## config.mk

```make
export PLATFORM = sky130hd
export DESIGN_NAME = hilo_muldiv
export DESIGN_NICKNAME = d
export VERILOG_FILES = /design/src/rtl/hilo_pkg.sv /design/src/rtl/hilo_mul.sv /design/src/rtl/hilo_div.sv /design/src/rtl/hilo_muldiv.sv
export SDC_FILE = /design/constraint.sdc
export NUM_CORES = 2
export LEC_CHECK = 0
export BUFFER_PORTS_ARGS = -buffer_cell sky130_fd_sc_hd__buf_4
export CAP_MARGIN = 20
export CORE_MARGIN = 1
export CORE_UTILIZATION = 60
export CTS_BUF_LIST = sky130_fd_sc_hd__clkbuf_4
export CTS_CLUSTER_DIAMETER = 50
export CTS_CLUSTER_SIZE = 28
export DETAILED_ROUTE_END_ITERATION = 6
export GPL_TIMING_DRIVEN = 1
export PLACE_DENSITY = 0.81
export SLEW_MARGIN = 15
export SYNTH_ARGS = -nofsm -noshare
export SYNTH_HDL_FRONTEND = slang
export SYNTH_SLANG_ARGS = --single-unit
```

## constraint.sdc

```tcl
create_clock -name clk_i -period 9.9 [get_ports clk_i]
set_clock_uncertainty 0.2 [all_clocks]
set_input_delay 0.495 -clock clk_i [delete_from_list [all_inputs] [get_ports clk_i]]
set_output_delay 0.495 -clock clk_i [all_outputs]
set_load 0.02 [all_outputs]
```

## src/rtl/hilo_pkg.sv

```systemverilog
package hilo_pkg;
  typedef enum logic [2:0] {
    OP_MUL_S  = 3'd0,
    OP_MUL_U  = 3'd1,
    OP_MADD_S = 3'd2,
    OP_MADD_U = 3'd3,
    OP_MSUB_S = 3'd4,
    OP_MSUB_U = 3'd5,
    OP_DIV_S  = 3'd6,
    OP_DIV_U  = 3'd7
  } op_e;

  typedef enum logic [1:0] {
    ACC_SET,
    ACC_ADD,
    ACC_SUB
  } acc_mode_e;

  function automatic logic op_is_signed(logic [2:0] op);
    return ~op[0];
  endfunction

  function automatic logic op_is_div(logic [2:0] op);
    return op[2] & op[1];
  endfunction

  function automatic acc_mode_e op_acc_mode(logic [2:0] op);
    case (op[2:1])
      2'b01:   return ACC_ADD;
      2'b10:   return ACC_SUB;
      default: return ACC_SET;
    endcase
  endfunction
endpackage

```

## src/rtl/hilo_mul.sv

```systemverilog
module hilo_mul
  import hilo_pkg::*;
#(
  parameter int W = 32
) (
  input  logic             signed_i,
  input  acc_mode_e        mode_i,
  input  logic [W-1:0]     a_i,
  input  logic [W-1:0]     b_i,
  input  logic [2*W-1:0]   acc_i,
  output logic [2*W-1:0]   res_o
);
  localparam int PW = 2 * W;

  logic [PW-1:0] a_ext, b_ext, prod;

  // product of extended operands modulo 2^PW is exact for both signednesses
  assign a_ext = {{W{signed_i & a_i[W-1]}}, a_i};
  assign b_ext = {{W{signed_i & b_i[W-1]}}, b_i};
  assign prod  = a_ext * b_ext;

  always_comb begin
    case (mode_i)
      ACC_ADD: res_o = acc_i + prod;
      ACC_SUB: res_o = acc_i - prod;
      default: res_o = prod;
    endcase
  end
endmodule

```

## src/rtl/hilo_div.sv

```systemverilog
module hilo_div #(
  parameter int W = 32
) (
  input  logic         clk_i,
  input  logic         rst_ni,
  input  logic         start_i,
  input  logic         signed_i,
  input  logic [W-1:0] dvd_i,
  input  logic [W-1:0] dsr_i,
  output logic         busy_o,
  output logic         done_o,
  output logic [W-1:0] quo_o,
  output logic [W-1:0] rem_o
);
  localparam int CW = $clog2(W);
  localparam logic [CW-1:0] LAST = CW'(W - 1);

  typedef enum logic [1:0] {ST_IDLE, ST_RUN, ST_FIX} state_e;

  state_e        state_q;
  logic [CW-1:0] cnt_q;
  logic [W-1:0]  rem_q, quo_q, dsr_q;
  logic          neg_quo_q, neg_rem_q;

  logic          dvd_neg, dsr_neg;
  logic [W-1:0]  dvd_mag, dsr_mag;
  logic [W:0]    shifted, diff;
  logic          fits;

  assign dvd_neg = signed_i & dvd_i[W-1];
  assign dsr_neg = signed_i & dsr_i[W-1];
  assign dvd_mag = dvd_neg ? -dvd_i : dvd_i;
  assign dsr_mag = dsr_neg ? -dsr_i : dsr_i;

  // one restoring step: bring down next dividend bit, try subtract
  assign shifted = {rem_q, quo_q[W-1]};
  assign diff    = shifted - {1'b0, dsr_q};
  assign fits    = ~diff[W];

  always_ff @(posedge clk_i or negedge rst_ni) begin
    if (!rst_ni) begin
      state_q   <= ST_IDLE;
      cnt_q     <= '0;
      rem_q     <= '0;
      quo_q     <= '0;
      dsr_q     <= '0;
      neg_quo_q <= 1'b0;
      neg_rem_q <= 1'b0;
    end else begin
      case (state_q)
        ST_IDLE: if (start_i) begin
          state_q   <= ST_RUN;
          cnt_q     <= '0;
          rem_q     <= '0;
          quo_q     <= dvd_mag;
          dsr_q     <= dsr_mag;
          neg_quo_q <= dvd_neg ^ dsr_neg;
          neg_rem_q <= dvd_neg;
        end
        ST_RUN: begin
          rem_q <= fits ? diff[W-1:0] : shifted[W-1:0];
          quo_q <= {quo_q[W-2:0], fits};
          cnt_q <= cnt_q + 1'b1;
          if (cnt_q == LAST) state_q <= ST_FIX;
        end
        default: state_q <= ST_IDLE;
      endcase
    end
  end

  assign busy_o = (state_q != ST_IDLE);
  assign done_o = (state_q == ST_FIX);
  assign quo_o  = neg_quo_q ? -quo_q : quo_q;
  assign rem_o  = neg_rem_q ? -rem_q : rem_q;
endmodule

```

## src/rtl/hilo_muldiv.sv

```systemverilog
module hilo_muldiv
  import hilo_pkg::*;
#(
  parameter int W = 32
) (
  input  logic         clk_i,
  input  logic         rst_ni,
  input  logic         start_i,
  input  logic [2:0]   op_i,
  input  logic [W-1:0] a_i,
  input  logic [W-1:0] b_i,
  output logic         busy_o,
  output logic [W-1:0] hi_o,
  output logic [W-1:0] lo_o
);
  logic [W-1:0]   hi_q, lo_q;
  logic [2*W-1:0] mul_res;
  logic           accept, is_div, div_go, div_busy, div_done;
  logic [W-1:0]   div_quo, div_rem;

  assign accept = start_i & ~div_busy;
  assign is_div = op_is_div(op_i);
  assign div_go = accept & is_div & (b_i != '0);

  hilo_mul #(.W(W)) u_mul (
    .signed_i (op_is_signed(op_i)),
    .mode_i   (op_acc_mode(op_i)),
    .a_i      (a_i),
    .b_i      (b_i),
    .acc_i    ({hi_q, lo_q}),
    .res_o    (mul_res)
  );

  hilo_div #(.W(W)) u_div (
    .clk_i    (clk_i),
    .rst_ni   (rst_ni),
    .start_i  (div_go),
    .signed_i (op_is_signed(op_i)),
    .dvd_i    (a_i),
    .dsr_i    (b_i),
    .busy_o   (div_busy),
    .done_o   (div_done),
    .quo_o    (div_quo),
    .rem_o    (div_rem)
  );

  always_ff @(posedge clk_i or negedge rst_ni) begin
    if (!rst_ni) begin
      hi_q <= '0;
      lo_q <= '0;
    end else if (div_done) begin
      hi_q <= div_rem;
      lo_q <= div_quo;
    end else if (accept && !is_div) begin
      {hi_q, lo_q} <= mul_res;
    end
  end

  assign busy_o = div_busy;
  assign hi_o   = hi_q;
  assign lo_o   = lo_q;
endmodule

```

==> run summary <==
CTS sink count -> 169
TritonCTS clock tree -> built
Slew headroom -> 33.8%
Critical-path top delay cell -> or4b_4
total CTS buffers -> 17
core region area -> 0.0907 mm2
nets -> 8711
largest net degree at the start of global routing -> 97
fraction of registers with async set/reset -> 100%
io pins -> 135
die width -> 306 um
hpwl dp -> 155000 um
final RePlAce weighted congestion -> 1.03
critical path type -> in2reg
top post-synthesis cells by area -> fa_1 41%, inv_1 8.1%, dfrtp_1 7.6%
RSZ-0062 raised after global routing -> true
Post-synth EDFFs -> 0
Die Span Y -> 306 um
ratio of cells with drive above 1 in the final layout -> 22.1%
Tightest Hold Check Type -> in2reg
vias in the first global route -> 52700
Fmax achieved -> 91.6 MHz
die area -> 0.0934 mm2
Worst Hold Path Cells -> 3
Ys Warns -> 0
count of different cell masters after synthesis -> 104
total vias in the final route -> 50600
total congestion overflow -> 0
Clock Latency Late Sink -> 0.67 ns
Slew Viols, Final -> 0
Worst Setup Start Kind -> input port
Synth top cells by count -> 1192 x inv_1, 1127 x fa_1, 894 x nand2_1, 390 x and2_1, 316 x ha_1
Finish-stage setup viols -> 30
IO buf count -> 134
initial DRC count -> 5031
drt wl/cell -> 23.0 um
Worst-Margin Slew -> 0.993 ns
first-pass GRT wire length -> 293000 um
post-route ant nets -> 0
violated checks -> setup timing
row count -> 110
Worst EP arrival -> 11.26 ns
crit path setup slack, layout -> -1.01 ns
Post-Syn Instances -> 6424
most common cell in the synthesized netlist -> inv_1
Synth Cell Area -> 0.0553 mm2
max cap viols -> 0
antenna violations before repair -> 14
WP data required -> 10.25 ns
sequential cell area fraction in the yosys report -> 7.65%
area grow syn2layout -> 22.1%
Pre-antenna DRT Iters -> 6
initial core utilization -> 61.0%
clk slew on worst S/H paths -> 0.18 ns
CP endpoint kind -> flip-flop
Seq cells post-synth -> 169
total length of routed wires -> 193000 um
Reg2Reg Depth -> 18
post-synth top area share -> 40.8%
most frequent CP cell -> fa_1
Hold Vio Cnt, Final -> 0
status -> complete, but fails checks
GRT Overall Usage -> 41.0%
vias per cell -> 6.03
CP peak stage delay -> 0.59 ns
pre-CTS setup slack -> -1.75 ns
r2r setup slk -> 4.79 ns
critical path peak fanout -> 6
Clock Path Buffers -> 2
fin crit share -> 110%
Yosys top cell by area -> fa_1
detailed-route DRC error count -> 0
Primary FF master, synth -> dfrtp_1
root buffer cell -> clkbuf_4
htree depth -> 4
Final Critical Period -> 10.91 ns
syn nets -> 7937
Avg Inst Size Synth -> 8.61 um2
[registers in the layout (all words and copies together) (netlist names)]
| name | flops |
|---|---|
| u_div.quo_q | 32 |
| u_div.neg_quo_q | 1 |
| hi_o | 32 |
| lo_o | 32 |
| u_div.state_q | 2 |
| u_div.dsr_q | 32 |
| u_div.neg_rem_q | 1 |
| u_div.rem_q | 32 |
| u_div.cnt_q | 5 |
[cells by family (layout without fill, tap and decap cells)]
| group | Yosys count | count (layout) | share of synthesized area [%] |
|---|---|---|---|
| flops | 169 | 169 | 7.65 |
| compound gates | 968 | 968 | 11.7 |
| simple gates | 1931 | 1931 | 16.7 |
| mux | 11 | 11 | 0.201 |
| fa+ha+maj | 1443 | 1443 | 47.9 |
| buf+inv | 1580 | 2367 | 10.8 |
| xor+xnor | 322 | 322 | 5.11 |
| other cells | 0 | 8 | 0 |
[timing repair]
item                       4_1_cts  5_1_grt
setup endpoints to repair       32       39
pin swaps                      146      160
gates resized for setup        273      286
buffers inserted                86       62
hold buffers                     1        0
hold endpoints to repair        95        0
cloned                           3        6
[critical path: cells and delay by family]
kind            cells  cell delay, ns
compound gates      9            1.86
buf+inv            12            1.41
simple gates       12            2.48
fa+ha+maj          10            4.70
xor+xnor            2            0.26
[per-stage QoR]
stage / setup TNS [ns] / cell area (um2) / util, % / instances / hold slack, ns
final: -18.70 / 67500 / 74.4 / 8395 / 0.131
after CTS: -9.44 / 65800 / 72.5 / 8333 / 0.0905
after floorplan: -11.86 / 56100 / - / 6424 / -0.000591
after global placement: -38.87 / 63500 / 70.1 / 8211 / 0.265
after detailed placement: -44.99 / 63500 / 70.1 / 8211 / 0.272
after global routing: -26.32 / 67500 / 74.4 / 8391 / 0.0996
[layer usage]
layer / GRT usage, % / vias to the layer above / part of all wire (%)
li1: - / 21600 / -
met1: 52.1 / 24900 / 35
met2: 65.0 / 3356 / 45
met3: 10.9 / 774 / 13
met4: 19.8 / 8 / 6.3
met5: 0 / - / 0.029
[placed cells by master (no fill, tap or decap), drive strengths merged, types with 15 or more instances in the layout]
cell,count
or3,27
o21a,29
xnor2,181
nor4,32
a31oi,28
ha,316
buf,1133
o21ai,217
nand3,45
or4,19
and2,390
o41ai,15
dfrtp,169
nand2,894
o31ai,42
inv,1201
fa,1127
or2,18
o21bai,19
and3,22
nor3,66
a221o,37
xor2,141
a21oi,255
a211oi,40
nand2b,42
nor2,277
clkbuf,23
o211ai,65
a21o,87
nor2b,26
nand4,28
[area by class of cell]
type                    count  area (um2)
diodes                      8        20.0
clock buffers              17         128
clock inverters            15         155
fillers                  6084       23200
inverters                1194        4480
multi-input cells        4675       47100
flip-flops and latches    169        4230
well taps                1176        1470
repair buffers           1141        9880
[worst paths after layout]
check                                start               to
max                                a_i[17]         hi_o[30]
min                                op_i[0]  u_div.neg_quo_q
max reg2reg                u_div.quo_q[31]  u_div.rem_q[11]
min reg2reg                u_div.dsr_q[29]  u_div.dsr_q[29]
max in group asynchronous           rst_ni  u_div.rem_q[13]
min in group asynchronous           rst_ni         hi_o[22]
Power is left out: the tool's default activity adds up to more than one toggle a clock period on the data nets, which glitch-free logic cannot reach.
